**src/rtl/ssc_gen_pkg.sv**
```systemverilog
package ssc_gen_pkg;
    typedef enum logic [2:0] {
        ST_IDLE,
        ST_FALL_A,
        ST_FALL_B,
        ST_RISE_A,
        ST_RISE_B
    } sweep_state_t;
endpackage

```
**src/rtl/ssc_step_prescaler.sv**
```systemverilog
module ssc_step_prescaler #(
    parameter int DIV_W = 16
) (
    input  logic             clk,
    input  logic             rst_n,
    input  logic             run,
    input  logic [DIV_W-1:0] div_cfg,
    output logic             step_tick
);
    logic [DIV_W-1:0] cnt;
    logic [DIV_W-1:0] div_eff;

    assign div_eff   = (div_cfg == '0) ? DIV_W'(1) : div_cfg;
    assign step_tick = run && (cnt == div_eff - DIV_W'(1));

    always_ff @(posedge clk) begin
        if (!rst_n) begin
            cnt <= '0;
        end else if (!run || step_tick) begin
            cnt <= '0;
        end else begin
            cnt <= cnt + DIV_W'(1);
        end
    end
endmodule

```
**src/rtl/ssc_sweep_fsm.sv**
```systemverilog
module ssc_sweep_fsm
    import ssc_gen_pkg::*;
#(
    parameter int STEP_W = 10,
    localparam int DEP_W = STEP_W + 1
) (
    input  logic              clk,
    input  logic              rst_n,
    input  logic              en,
    input  logic              step_tick,
    input  logic [STEP_W-1:0] q_eff,
    output logic              run,
    output logic [DEP_W-1:0]  depth,
    output logic [1:0]        quadrant
);
    sweep_state_t      state, nxt;
    logic [STEP_W-1:0] qcnt;
    logic              quarter_end;
    logic              falling;

    assign quarter_end = step_tick && (qcnt == q_eff - STEP_W'(1));
    assign falling     = (state == ST_FALL_A) || (state == ST_FALL_B);
    assign run         = en && (state != ST_IDLE);

    always_comb begin
        nxt = state;
        unique case (state)
            ST_IDLE:   if (en) nxt = ST_FALL_A;
            ST_FALL_A: if (!en) nxt = ST_IDLE; else if (quarter_end) nxt = ST_FALL_B;
            ST_FALL_B: if (!en) nxt = ST_IDLE; else if (quarter_end) nxt = ST_RISE_A;
            ST_RISE_A: if (!en) nxt = ST_IDLE; else if (quarter_end) nxt = ST_RISE_B;
            ST_RISE_B: if (!en) nxt = ST_IDLE; else if (quarter_end) nxt = ST_FALL_A;
            default:   nxt = ST_IDLE;
        endcase
    end

    always_ff @(posedge clk) begin
        if (!rst_n) begin
            state <= ST_IDLE;
        end else begin
            state <= nxt;
        end
    end

    always_ff @(posedge clk) begin
        if (!rst_n) begin
            qcnt  <= '0;
            depth <= '0;
        end else if (!run) begin
            qcnt  <= '0;
            depth <= '0;
        end else if (step_tick) begin
            qcnt  <= quarter_end ? '0 : qcnt + STEP_W'(1);
            depth <= falling ? depth + DEP_W'(1) : depth - DEP_W'(1);
        end
    end

    always_comb begin
        unique case (state)
            ST_FALL_B: quadrant = 2'd1;
            ST_RISE_A: quadrant = 2'd2;
            ST_RISE_B: quadrant = 2'd3;
            default:   quadrant = 2'd0;
        endcase
    end
endmodule

```
**src/rtl/ssc_offset_calc.sv**
```systemverilog
module ssc_offset_calc #(
    parameter int DEV_W   = 16,
    parameter int STEP_W  = 10,
    parameter int OFS_W   = 16,
    parameter int OUT_W   = 18,
    parameter int OUT_LIM = 60000,
    localparam int DEP_W  = STEP_W + 1,
    localparam int PROD_W = DEV_W + DEP_W,
    localparam int SUM_W  = PROD_W + 2
) (
    input  logic                    clk,
    input  logic                    rst_n,
    input  logic [DEV_W-1:0]        dev_cfg,
    input  logic [STEP_W-1:0]       q_eff,
    input  logic [DEP_W-1:0]        depth,
    input  logic signed [OFS_W-1:0] static_off,
    output logic signed [OUT_W-1:0] offset_out
);
    localparam logic signed [SUM_W-1:0] HI_LIM = SUM_W'(OUT_LIM);
    localparam logic signed [SUM_W-1:0] LO_LIM = -SUM_W'(OUT_LIM);

    logic [PROD_W-1:0]        prod;
    logic [PROD_W-1:0]        mag;
    logic [DEP_W-1:0]         den;
    logic signed [SUM_W-1:0]  stat_x;
    logic signed [SUM_W-1:0]  sum;
    logic signed [SUM_W-1:0]  clipped;

    assign den    = {q_eff, 1'b0};
    assign prod   = PROD_W'(dev_cfg) * PROD_W'(depth);
    assign mag    = prod / PROD_W'(den);
    assign stat_x = SUM_W'(static_off);
    assign sum    = stat_x - $signed({2'b00, mag});

    always_comb begin
        if (sum > HI_LIM) begin
            clipped = HI_LIM;
        end else if (sum < LO_LIM) begin
            clipped = LO_LIM;
        end else begin
            clipped = sum;
        end
    end

    always_ff @(posedge clk) begin
        if (!rst_n) begin
            offset_out <= '0;
        end else begin
            offset_out <= OUT_W'(clipped);
        end
    end
endmodule

```
**src/rtl/ssc_downspread_gen.sv**
```systemverilog
module ssc_downspread_gen #(
    parameter int DEV_W   = 16,
    parameter int STEP_W  = 10,
    parameter int DIV_W   = 16,
    parameter int OFS_W   = 16,
    parameter int OUT_W   = 18,
    parameter int OUT_LIM = 60000
) (
    input  logic                    clk,
    input  logic                    rst_n,
    input  logic                    en,
    input  logic [DEV_W-1:0]        dev_cfg,
    input  logic [STEP_W-1:0]       steps_cfg,
    input  logic [DIV_W-1:0]        step_div,
    input  logic signed [OFS_W-1:0] static_off,
    output logic signed [OUT_W-1:0] offset_out,
    output logic [1:0]              quadrant
);
    localparam int DEP_W = STEP_W + 1;

    logic              run;
    logic              step_tick;
    logic [DEP_W-1:0]  depth;
    logic [STEP_W-1:0] q_eff;

    assign q_eff = (steps_cfg == '0) ? STEP_W'(1) : steps_cfg;

    ssc_step_prescaler #(.DIV_W(DIV_W)) u_presc (
        .clk       (clk),
        .rst_n     (rst_n),
        .run       (run),
        .div_cfg   (step_div),
        .step_tick (step_tick)
    );

    ssc_sweep_fsm #(.STEP_W(STEP_W)) u_fsm (
        .clk       (clk),
        .rst_n     (rst_n),
        .en        (en),
        .step_tick (step_tick),
        .q_eff     (q_eff),
        .run       (run),
        .depth     (depth),
        .quadrant  (quadrant)
    );

    ssc_offset_calc #(
        .DEV_W   (DEV_W),
        .STEP_W  (STEP_W),
        .OFS_W   (OFS_W),
        .OUT_W   (OUT_W),
        .OUT_LIM (OUT_LIM)
    ) u_calc (
        .clk        (clk),
        .rst_n      (rst_n),
        .dev_cfg    (dev_cfg),
        .q_eff      (q_eff),
        .depth      (depth),
        .static_off (static_off),
        .offset_out (offset_out)
    );
endmodule

```
**config.mk**
```make
export PLATFORM = sky130hd
export DESIGN_NAME = ssc_downspread_gen
export DESIGN_NICKNAME = d
export VERILOG_FILES = /design/src/rtl/ssc_gen_pkg.sv /design/src/rtl/ssc_step_prescaler.sv /design/src/rtl/ssc_sweep_fsm.sv /design/src/rtl/ssc_offset_calc.sv /design/src/rtl/ssc_downspread_gen.sv
export SDC_FILE = /design/constraint.sdc
export NUM_CORES = 1
export LEC_CHECK = 0
export BUFFER_PORTS_ARGS = -buffer_cell sky130_fd_sc_hd__buf_2
export CELL_PAD_IN_SITES_DETAIL_PLACEMENT = 1
export CELL_PAD_IN_SITES_GLOBAL_PLACEMENT = 2
export CORE_AREA = 4 4 264 240
export CTS_CLUSTER_SIZE = 28
export DETAILED_ROUTE_END_ITERATION = 6
export DIE_AREA = 0 0 268 244
export PLACE_DENSITY = 0.93
export SYNTH_ARGS = -nofsm -noshare
export SYNTH_HDL_FRONTEND = slang
export SYNTH_SLANG_ARGS = --single-unit
```
**constraint.sdc**
```tcl
create_clock -name clk -period 107.9 [get_ports clk]
set_input_delay 16.185 -clock clk [delete_from_list [all_inputs] [get_ports clk]]
set_output_delay 16.185 -clock clk [all_outputs]
set_load 0.05 [all_outputs]
```
==> results of run 1 <==
==> repair_timing <==
action | in CTS | in global routing
setup endpoints to repair | 0 | 18
endpoints found under the hold margin | 0 | 0
resized for setup | 0 | 5
==> cells by family after synthesis <==
| family | Yosys count | share of synthesized area |
|---|---|---|
| buffers and inverters | 320 | 0.0526 |
| xor gates and xnor gates | 199 | 0.0753 |
| and+or+nand+nor | 1137 | 0.245 |
| adders and majority gates | 450 | 0.281 |
| AOI/OAI and AO/OA | 892 | 0.266 |
| muxes | 64 | 0.0302 |
| DFF | 58 | 0.0495 |
==> registers in the layout, summed over array words and instances (netlist names) <==
signal	cells
u_calc.offset_out	18
u_fsm.depth	11
u_fsm.qcnt	10
u_fsm.state	3
u_presc.cnt	16
==> area by class of cell <==
type	instances	area (µm²)	share of cell area
multi-input combinational	2743	21100	0.846
tap	792	991	0.0398
clock inverter	6	67.6	0.00271
inverter	229	866	0.0347
clock buffer	10	229	0.00919
timing repair buffer	96	520	0.0209
sequential	58	1160	0.0466
==> routing by layer <==
metal  GRT usage  up-vias  share of wire  wire length, µm
met5           0        -              0                0
met2       0.360      358           0.44            32800
met1       0.321    11319           0.50            37200
li1            -    11315              -                -
met3      0.0338       44          0.047             3520
met4      0.0340        0         0.0097              719
==> stage by stage <==
stage	utilization	hold WS, ns	area [µm²]
after floorplan	-	0.449	23400
after global placement	0.405	0.478	24600
after detailed placement	0.405	0.504	24600
after CTS	0.410	0.515	24900
after global routing	0.411	0.535	24900
final	0.411	0.512	24900
==> placed cells by master (no fill, tap or decap), types with 30 or more instances in the layout <==
cell / instances
sky130_fd_sc_hd__fa_1: 127
sky130_fd_sc_hd__a21o_1: 52
sky130_fd_sc_hd__dfxtp_1: 58
sky130_fd_sc_hd__mux2_2: 35
sky130_fd_sc_hd__a31oi_1: 32
sky130_fd_sc_hd__o21bai_1: 33
sky130_fd_sc_hd__xor2_1: 77
sky130_fd_sc_hd__o31ai_1: 77
sky130_fd_sc_hd__a21oi_1: 193
sky130_fd_sc_hd__nor2_1: 250
sky130_fd_sc_hd__nand2_1: 305
sky130_fd_sc_hd__nand2b_1: 36
sky130_fd_sc_hd__o21a_1: 146
sky130_fd_sc_hd__xnor2_1: 120
sky130_fd_sc_hd__inv_1: 215
sky130_fd_sc_hd__nor2b_1: 30
sky130_fd_sc_hd__ha_1: 322
sky130_fd_sc_hd__and2_1: 116
sky130_fd_sc_hd__or3_1: 30
sky130_fd_sc_hd__o21ai_0: 115
sky130_fd_sc_hd__nand3_1: 59
sky130_fd_sc_hd__buf_2: 80
sky130_fd_sc_hd__nor3_1: 148
==> worst max-delay path: cells and delay by family <==
| family | cells | cell delay, ns |
|---|---|---|
| AND/OR/NAND/NOR | 107 | 21.87 |
| AO/OA/AOI/OAI | 207 | 42.32 |
| XOR/XNOR | 2 | 0.32 |
| buffers and inverters | 34 | 6.76 |
| adder cells (fa/ha/maj) | 33 | 11.34 |
| multiplexers | 6 | 1.52 |
==> worst min-delay path by stage <==
stage | from | end | cells past startpoint
2_1_floorplan | u_presc.cnt[0] | u_presc.cnt[0] | 1
3_3_place_gp | u_presc.cnt[0] | u_presc.cnt[0] | 1
3_5_place_dp | u_presc.cnt[0] | u_presc.cnt[0] | 1
5_1_grt | u_presc.cnt[0] | u_presc.cnt[0] | 1
4_1_cts | u_presc.cnt[0] | u_presc.cnt[0] | 1
6_report | u_presc.cnt[0] | u_presc.cnt[0] | 1
==> metrics.log, run 1 <==
[metrics] unrepaired setup endpoints after global routing: false
[metrics] worst slew slack as a fraction of its limit: 0.264
[metrics] mapped cell area: 23,400 µm²
[metrics] CTS root buffer: sky130_fd_sc_hd__clkbuf_16
[metrics] dominant register cell in the synthesized netlist: sky130_fd_sc_hd__dfxtp_1
[metrics] Synthesis Warnings: 0
[metrics] Post-CTS Hold Fix Bufs: 0
[metrics] first-pass GRT wire length: between 100,000 and 150,000 µm
[metrics] MaxCap Viol Count: 0
[metrics] critical path data arrival time: 100.50 ns
[metrics] number of global-route vias before repair: 23,462
[metrics] cell with the most instances after synthesis: sky130_fd_sc_hd__ha_1
[metrics] maximum level of the CTS H-tree: 3
[metrics] DP Cell Count: just under 4,000
[metrics] end of the worst register-to-register path: u_calc.offset_out[4]
[metrics] starting utilization of the core area: 0.386
[metrics] die outline area: 65,400 µm²
[metrics] number of DRC violations after detailed-routing iteration 0: 1,269
[metrics] status: complete, no violations
[metrics] source of the worst register-to-register timing path: u_fsm.depth[2]
[metrics] ranking of synthesized cells by instance count: 322 x sky130_fd_sc_hd__ha_1, 305 x sky130_fd_sc_hd__nand2_1, 251 x sky130_fd_sc_hd__nor2_1, 215 x sky130_fd_sc_hd__inv_1, 194 x sky130_fd_sc_hd__a21oi_1
[metrics] Seq/Total Area, Yosys: 0.0495
[metrics] 1st-pass router iterations: 5
[metrics] sinks on the clock net: 58
[metrics] aggregate routed wire length: between 70,000 and 80,000 µm
[metrics] estimated wirelength of the detail-placed design: between 60,000 and 70,000 µm
[metrics] actual transition at the worst max-transition pin: 1.10 ns
[metrics] post-CTS setup-driven buffer insertion count: 0
[metrics] endpoint required time on the critical path: 108.18 ns
[metrics] Post-Synthesis Net Count: 3,630
[metrics] termination of the worst setup path: u_calc.offset_out[4]
[metrics] dominant cell type by count on the critical path: sky130_fd_sc_hd__o21a_1
[metrics] proportion of netlist area held by the largest area contributor: 0.172
[metrics] startpoint of the worst setup timing path: dev_cfg[12]
[metrics] final weighted congestion in routability-driven placement: 0.879
[metrics] standard-cell row count: 86
[metrics] Sum Neg Setup Slack: 0 ns
[metrics] max-slew violation total from the final report: 0
[metrics] clock tree from TritonCTS: built
[metrics] initial antenna violation count: 0
[metrics] number of standard cells after synthesis: around 3,100
[metrics] critical path class: in -> reg
[metrics] number of synthesized register bits: 58
[metrics] minimum clock period after layout: 100.21 ns
[metrics] Post-synth EDFFs: 0
[metrics] antenna-violating nets left: 0
[metrics] class of the worst hold path: reg -> reg
[metrics] Port Buffers: 80
[metrics] final worst clock skew: about 0.017 ns
[metrics] area grow syn2layout: 6.30%
[metrics] Die Y-Extent: 244 µm
[metrics] post-route DRC violation count: 0
[metrics] buffer depth of the longest clock path: 2
[metrics] Die Wd: ~270 µm
[metrics] antenna cell count: 0
[metrics] slowest cell on the critical path: sky130_fd_sc_hd__or4_4
[metrics] final hold violation count: 0
[metrics] launching element type of the critical path: input pin
[metrics] insertion delay of the later-clocked pin in the worst-skew pair: 0.36 ns
[metrics] Overflow after GRT: 0
[metrics] reg-to-reg setup timing slack: 22.84 ns
[metrics] number of cells traversed by the worst register-to-register path: 388
[metrics] layout filler cell count: 7,629
[metrics] crit-path max FO: 23
[metrics] final standard cell count with taps included and fillers excluded: 3,934
[metrics] CP endpoint kind: register
[metrics] smallest setup slack after layout: 7.69 ns
[metrics] largest net degree at the start of global routing: 29
[metrics] detail-routed net length per standard cell: 18.9 µm
[metrics] aggregate global-route resource usage: 0.223
[metrics] I/O pins: 81
[metrics] Clock Pin Slew Worst Setup and Hold Paths: 0.06 ns
[metrics] Syn Area/Cell: 7.51 µm²
[metrics] detailed-route vias per instance: 5.86
[metrics] share of the cycle needed by the critical path after routing: 0.929
[metrics] top cell type by total area after synthesis: sky130_fd_sc_hd__ha_1
[metrics] Worst path max stage delay: 0.72 ns
[metrics] nets: 3,647
[metrics] pre-CTS WS: 7.31 ns
[metrics] overall via count from detail_route: approximately 23,000
[metrics] share of flip-flops with an asynchronous set or reset: 0
[metrics] # setup viols final: 0
[metrics] peak clock frequency supported by timing: about 10 MHz
[metrics] top area cells in the synthesized netlist: sky130_fd_sc_hd__ha_1 17%, sky130_fd_sc_hd__fa_1 11%, sky130_fd_sc_hd__dfxtp_1 5.0%
[metrics] placeable core region: ~60,000 µm²
[metrics] fraction of layout instances using a drive strength above 1: 0.0808
[metrics] number of clock buffers inserted by TritonCTS: 9
[metrics] Synth cell types: 128
Power of run 1 is not shown: default switching activity piles up to over one toggle a cycle in this logic, so the estimate is an artifact.
==> run 2: changes to the inputs <==
Settings changed: CORE_AREA 4 4 264 240 to 4 4 251 253, DIE_AREA 0 0 268 244 to 0 0 255 257.
==> metrics.log, run 2 (synthesis gave the netlist of run 1 again) <==
[metrics] buffer depth of the longest clock path: 2
[metrics] CP endpoint kind: register
[metrics] area grow syn2layout: 6.27%
[metrics] insertion delay of the later-clocked pin in the worst-skew pair: roughly 0.36 ns
[metrics] nets: 3,644
[metrics] post-route DRC violation count: 0
[metrics] crit-path max FO: 23
[metrics] fraction of layout instances using a drive strength above 1: 0.0790
[metrics] dominant cell type by count on the critical path: sky130_fd_sc_hd__o21a_1
[metrics] worst slew slack as a fraction of its limit: 0.238
[metrics] smallest setup slack after layout: 7.64 ns
[metrics] startpoint of the worst setup timing path: dev_cfg[4]
[metrics] layer carrying the most global-route usage: met2
[metrics] aggregate global-route resource usage: 0.219
[metrics] antenna-violating nets left: 0
[metrics] Overflow after GRT: 0
[metrics] Port Buffers: 80
[metrics] top flop regs: u_calc.offset_out x18, u_presc.cnt x16, u_fsm.depth x11
[metrics] Min-Delay Startpoint: u_presc.cnt[0]
[metrics] actual transition at the worst max-transition pin: 1.14 ns
[metrics] GR met1 Demand/Resource: 0.290
[metrics] commonest non-fill, non-tap cells in the layout: 322 x sky130_fd_sc_hd__ha_1, 305 x sky130_fd_sc_hd__nand2_1, 250 x sky130_fd_sc_hd__nor2_1
[metrics] detail-routed net length per standard cell: 18.6 µm
[metrics] max reg flops: 18
[metrics] first-pass GRT wire length: 120,000 µm
[metrics] I/O pins: 81
[metrics] final hold violation count: 0
[metrics] estimated wirelength of the detail-placed design: 60,600 µm
[metrics] final worst clock skew: 0.0239 ns
[metrics] status: complete, no violations
[metrics] CTS root buffer: sky130_fd_sc_hd__clkbuf_16
[metrics] overall via count from detail_route: 22,975
[metrics] antenna cell count: 0
[metrics] peak clock frequency supported by timing: 9.97 MHz
[metrics] Die Y-Extent: 257 µm
[metrics] aggregate routed wire length: 73,300 µm
[metrics] number of global-route vias before repair: 23,628
[metrics] pre-CTS WS: 7.87 ns
[metrics] met3 track demand over resource: 0.0268
[metrics] critical path class: in -> reg
[metrics] source of the worst register-to-register timing path: u_fsm.depth[2]
[metrics] launching element type of the critical path: input pin
[metrics] sinks on the clock net: 58
[metrics] die outline area: about 66,000 µm²
[metrics] MaxCap Viol Count: 0
[metrics] critical path data arrival time: 100.43 ns
[metrics] clock tree from TritonCTS: built
[metrics] number of DRC violations after detailed-routing iteration 0: roughly 1,100
[metrics] placeable core region: 61,000 µm²
[metrics] class of the worst hold path: reg -> reg
[metrics] max-slew violation total from the final report: 0
[metrics] minimum clock period after layout: 100.26 ns
[metrics] slowest cell on the critical path: sky130_fd_sc_hd__or4_1
[metrics] # setup viols final: 0
[metrics] starting utilization of the core area: 0.384
[metrics] detailed-route vias per instance: 5.85
[metrics] Die Wd: 255 µm
[metrics] leading cell type in the layout, fill and taps excluded: sky130_fd_sc_hd__ha_1
[metrics] final weighted congestion in routability-driven placement: ~0.87
[metrics] Clock Pin Slew Worst Setup and Hold Paths: 0.06 ns
[metrics] endpoint required time on the critical path: 108.07 ns
[metrics] top register by number of flip-flops: u_calc.offset_out
[metrics] largest net degree at the start of global routing: 30
[metrics] 1st-pass router iterations: 5
[metrics] initial antenna violation count: 2
[metrics] met2 track demand over resource: 0.376
[metrics] share of the cycle needed by the critical path after routing: 0.929
[metrics] Worst path max stage delay: 0.89 ns
[metrics] number of clock buffers inserted by TritonCTS: 9
[metrics] maximum level of the CTS H-tree: 3
[metrics] standard-cell row count: 91
-- run 2: cell types whose count changed in the layout (fill, tap and decap cells not counted), sizes merged --
cell	before	now
clkinv	3	2
clkinvlp	3	2
bufinv	1	2
inv	228	230
clkbuf	10	9
buf	96	93
-- run 2: area by class of cell --
class                      instances  area [µm²]
fill                            7624       36100
clock inverter                     7         101
clock buffer                       9         225
tap                              790         988
multi-input combinational       2743       21100
inverter                         229         862
sequential                        58        1160
timing repair buffer              93         498
-- run 2: final timing paths --
check | end | slack [ns] | cells after the start
worst max-delay path | u_calc.offset_out[15] | 7.64 | 383
worst min-delay path | u_presc.cnt[0] | 0.52 | 1
worst max register to register | u_calc.offset_out[15] | 22.84 | 383
worst min register to register | u_presc.cnt[0] | 0.52 | 1
-- run 2: metrics by stage --
stage / hold slack, ns / cells / util / area [µm²] / TNS, ns
after floorplan: 0.449 / 3120 / - / 23400 / 0
after global placement: 0.492 / 3912 / 0.403 / 24600 / 0
after detailed placement: 0.515 / 3912 / 0.403 / 24600 / 0
after CTS: 0.528 / 3928 / 0.408 / 24900 / 0
after global routing: 0.564 / 3929 / 0.408 / 24900 / -0.0477
final: 0.520 / 3929 / 0.408 / 24900 / 0
-- run 2: metal layers --
metal	part of all wire	up-vias
met5	0	-
met4	0.022	0
met3	0.043	93
met1	0.47	11158
met2	0.47	406
li1	-	11318
-- run 2: repair_timing --
action	CTS	global route
hold buffers	0	0
hold endpoints to repair	0	0
buffers inserted	0	0
resized for setup	0	1
setup endpoints to repair	0	14
-- run 2: worst max-delay path, delay by kind of cell --
kind / cells / cell delay [ns]
adders and majority gates: 33 / 11.44
xor gates and xnor gates: 2 / 0.44
AOI/OAI and AO/OA: 214 / 45.59
muxes: 6 / 1.31
and+or+nand+nor: 99 / 20.14
buffers and inverters: 29 / 5.09
Power of run 2 is left out for the same reason.
==> run 3: changes to the inputs <==
Settings changed: CORE_AREA 4 4 251 253 to 4 4 264 266, DIE_AREA 0 0 255 257 to 0 0 268 270, PLACE_DENSITY 0.93 to 0.86.
==> metrics.log, run 3 (synthesis gave the netlist of run 1 again) <==
[metrics] met2 wire length: 34,400 µm
[metrics] top flop regs: u_calc.offset_out x18, u_presc.cnt x16, u_fsm.depth x11
[metrics] estimated wirelength of the detail-placed design: 61,100 µm
[metrics] buffer depth of the longest clock path: 2
[metrics] number of cells traversed by the worst register-to-register path: 385
[metrics] CP endpoint kind: register
[metrics] number of global-route vias before repair: 23,461
[metrics] aggregate routed wire length: 73,700 µm
[metrics] placeable core region: approximately 67,000 µm²
[metrics] sinks on the clock net: 58
[metrics] reg-to-reg setup timing slack: 23.11 ns
[metrics] largest net degree at the start of global routing: 29
[metrics] Min-Delay Startpoint: u_presc.cnt[0]
[metrics] aggregate global-route resource usage: 0.201
[metrics] final worst clock skew: ~0.017 ns
[metrics] initial antenna violation count: 1
[metrics] CTS root buffer: sky130_fd_sc_hd__clkbuf_16
[metrics] antenna-violating nets left: 0
[metrics] post-route DRC violation count: 0
[metrics] area grow syn2layout: 6.74%
[metrics] endpoint required time on the critical path: between 100 and 150 ns
[metrics] Worst path max stage delay: 0.88 ns
[metrics] 1st-pass router iterations: 5
[metrics] met3 wire len: between 2000 and 3000 µm
[metrics] I/O pins: 81
[metrics] slowest cell on the critical path: sky130_fd_sc_hd__or4_1
[metrics] number of clock buffers inserted by TritonCTS: 9
[metrics] detailed-route vias per instance: 5.69
[metrics] antenna cell count: 0
[metrics] max-slew violation total from the final report: 0
[metrics] launching element type of the critical path: input pin
[metrics] number of DRC violations after detailed-routing iteration 0: around 940
[metrics] nets: 3,647
[metrics] final hold violation count: 0
[metrics] Port Buffers: 80
[metrics] critical path data arrival time: 100.28 ns
[metrics] MaxCap Viol Count: 0
[metrics] share of the cycle needed by the critical path after routing: 0.927
[metrics] Die Y-Extent: around 270 µm
[metrics] maximum level of the CTS H-tree: 3
[metrics] crit-path max FO: 23
[metrics] standard-cell row count: 95
[metrics] first-pass GRT wire length: 122,000 µm
[metrics] Overflow after GRT: 0
[metrics] Clock Pin Slew Worst Setup and Hold Paths: 0.06 ns
[metrics] worst hold path stage count: 1
[metrics] count of buffer and inverter cells on the critical path: 33
[metrics] Die Wd: 268 µm
[metrics] kind of cell adding the most delay to the critical path: compound AO/OA/AOI/OAI gates
[metrics] insertion delay of the later-clocked pin in the worst-skew pair: ~0.37 ns
[metrics] peak clock frequency supported by timing: approximately 10 MHz
[metrics] leading cell type in the layout, fill and taps excluded: sky130_fd_sc_hd__ha_1
[metrics] worst-case hold path end point: u_presc.cnt[0]
[metrics] # setup viols final: 0
[metrics] final weighted congestion in routability-driven placement: 0.859
[metrics] fraction of layout instances using a drive strength above 1: 0.0812
[metrics] Post-CTS Hold Fix Bufs: 0
[metrics] top register by number of flip-flops: u_calc.offset_out
[metrics] clock tree from TritonCTS: built
[metrics] die outline area: 72,400 µm²
[metrics] layout filler cell count: 8,417
[metrics] Met1 Routed Length: 35,600 µm
[metrics] minimum clock period after layout: between 90 and 100 ns
[metrics] Sum Neg Setup Slack: 0 ns
[metrics] status: complete, no violations
[metrics] max reg flops: 18
[metrics] detail-routed net length per standard cell: 18.4 µm
[metrics] source of the worst register-to-register timing path: u_fsm.depth[8]
[metrics] unrepaired setup endpoints after global routing: false
[metrics] Max Used Layer: met4
[metrics] class of the worst hold path: reg -> reg
[metrics] critical path class: in -> reg
[metrics] commonest non-fill, non-tap cells in the layout: 322 x sky130_fd_sc_hd__ha_1, 305 x sky130_fd_sc_hd__nand2_1, 250 x sky130_fd_sc_hd__nor2_1
[metrics] worst slew slack as a fraction of its limit: 0.256
[metrics] actual transition at the worst max-transition pin: 1.10 ns
[metrics] dominant cell type by count on the critical path: sky130_fd_sc_hd__o21a_1
[metrics] overall via count from detail_route: 22,828
[metrics] end of the worst register-to-register path: u_calc.offset_out[0]
[metrics] starting utilization of the core area: 0.350
-- run 3: cell types whose count changed in the layout (fill, tap and decap cells not counted), moves of 2 or more --
cell | before | now
sky130_fd_sc_hd__buf_4 | 13 | 16
sky130_fd_sc_hd__a21oi_1 | 194 | 192
sky130_fd_sc_hd__a21oi_2 | 2 | 4
sky130_fd_sc_hd__inv_6 | 2 | 0
-- run 3: cell type report --
type	instances	area (µm²)	share of cell area
inverters	229	866	0.0346
clock inverters	6	67.6	0.00270
well taps	873	1090	0.0437
repair buffers	96	520	0.0208
flip-flops and latches	58	1160	0.0464
multi-input cells	2743	21100	0.843
clock buffers	10	229	0.00915
-- run 3: worst max path at each step --
stage | startpoint | slack (ns) | endpoint | cells past startpoint
6_report | dev_cfg[12] | 7.91 | u_calc.offset_out[0] | 387
5_1_grt | dev_cfg[12] | 0.06 | u_calc.offset_out[4] | 387
4_1_cts | dev_cfg[12] | 7.15 | u_calc.offset_out[0] | 381
3_5_place_dp | dev_cfg[12] | 7.03 | u_calc.offset_out[0] | 381
3_3_place_gp | dev_cfg[7] | 8.88 | u_calc.offset_out[3] | 377
2_1_floorplan | dev_cfg[4] | 16.25 | u_calc.offset_out[12] | 398
-- run 3: routing by layer --
layer  global-route usage  vias to the layer above
li1                     -                    11321
met1                0.275                    11145
met2                0.344                      305
met3               0.0223                       57
met4               0.0339                        0
met5                    0                        -
-- run 3: repair_timing --
item / CTS / global route
setup buffers: 0 / 3
gates resized for setup: 0 / 6
setup endpoints to repair: 0 / 18
-- run 3: stage by stage --
stage	hold slack (ns)	std cells	setup slack, ns	instance area (µm²)	util
after floorplan	0.449	3120	16.25	23400	-
after global placement	0.490	3995	8.88	24700	0.368
after detailed placement	0.506	3995	7.03	24700	0.368
after CTS	0.520	4011	7.15	25000	0.372
after global routing	0.560	4015	0.0558	25000	0.373
final	0.528	4015	7.91	25000	0.373
Power of run 3 is left out for the same reason.
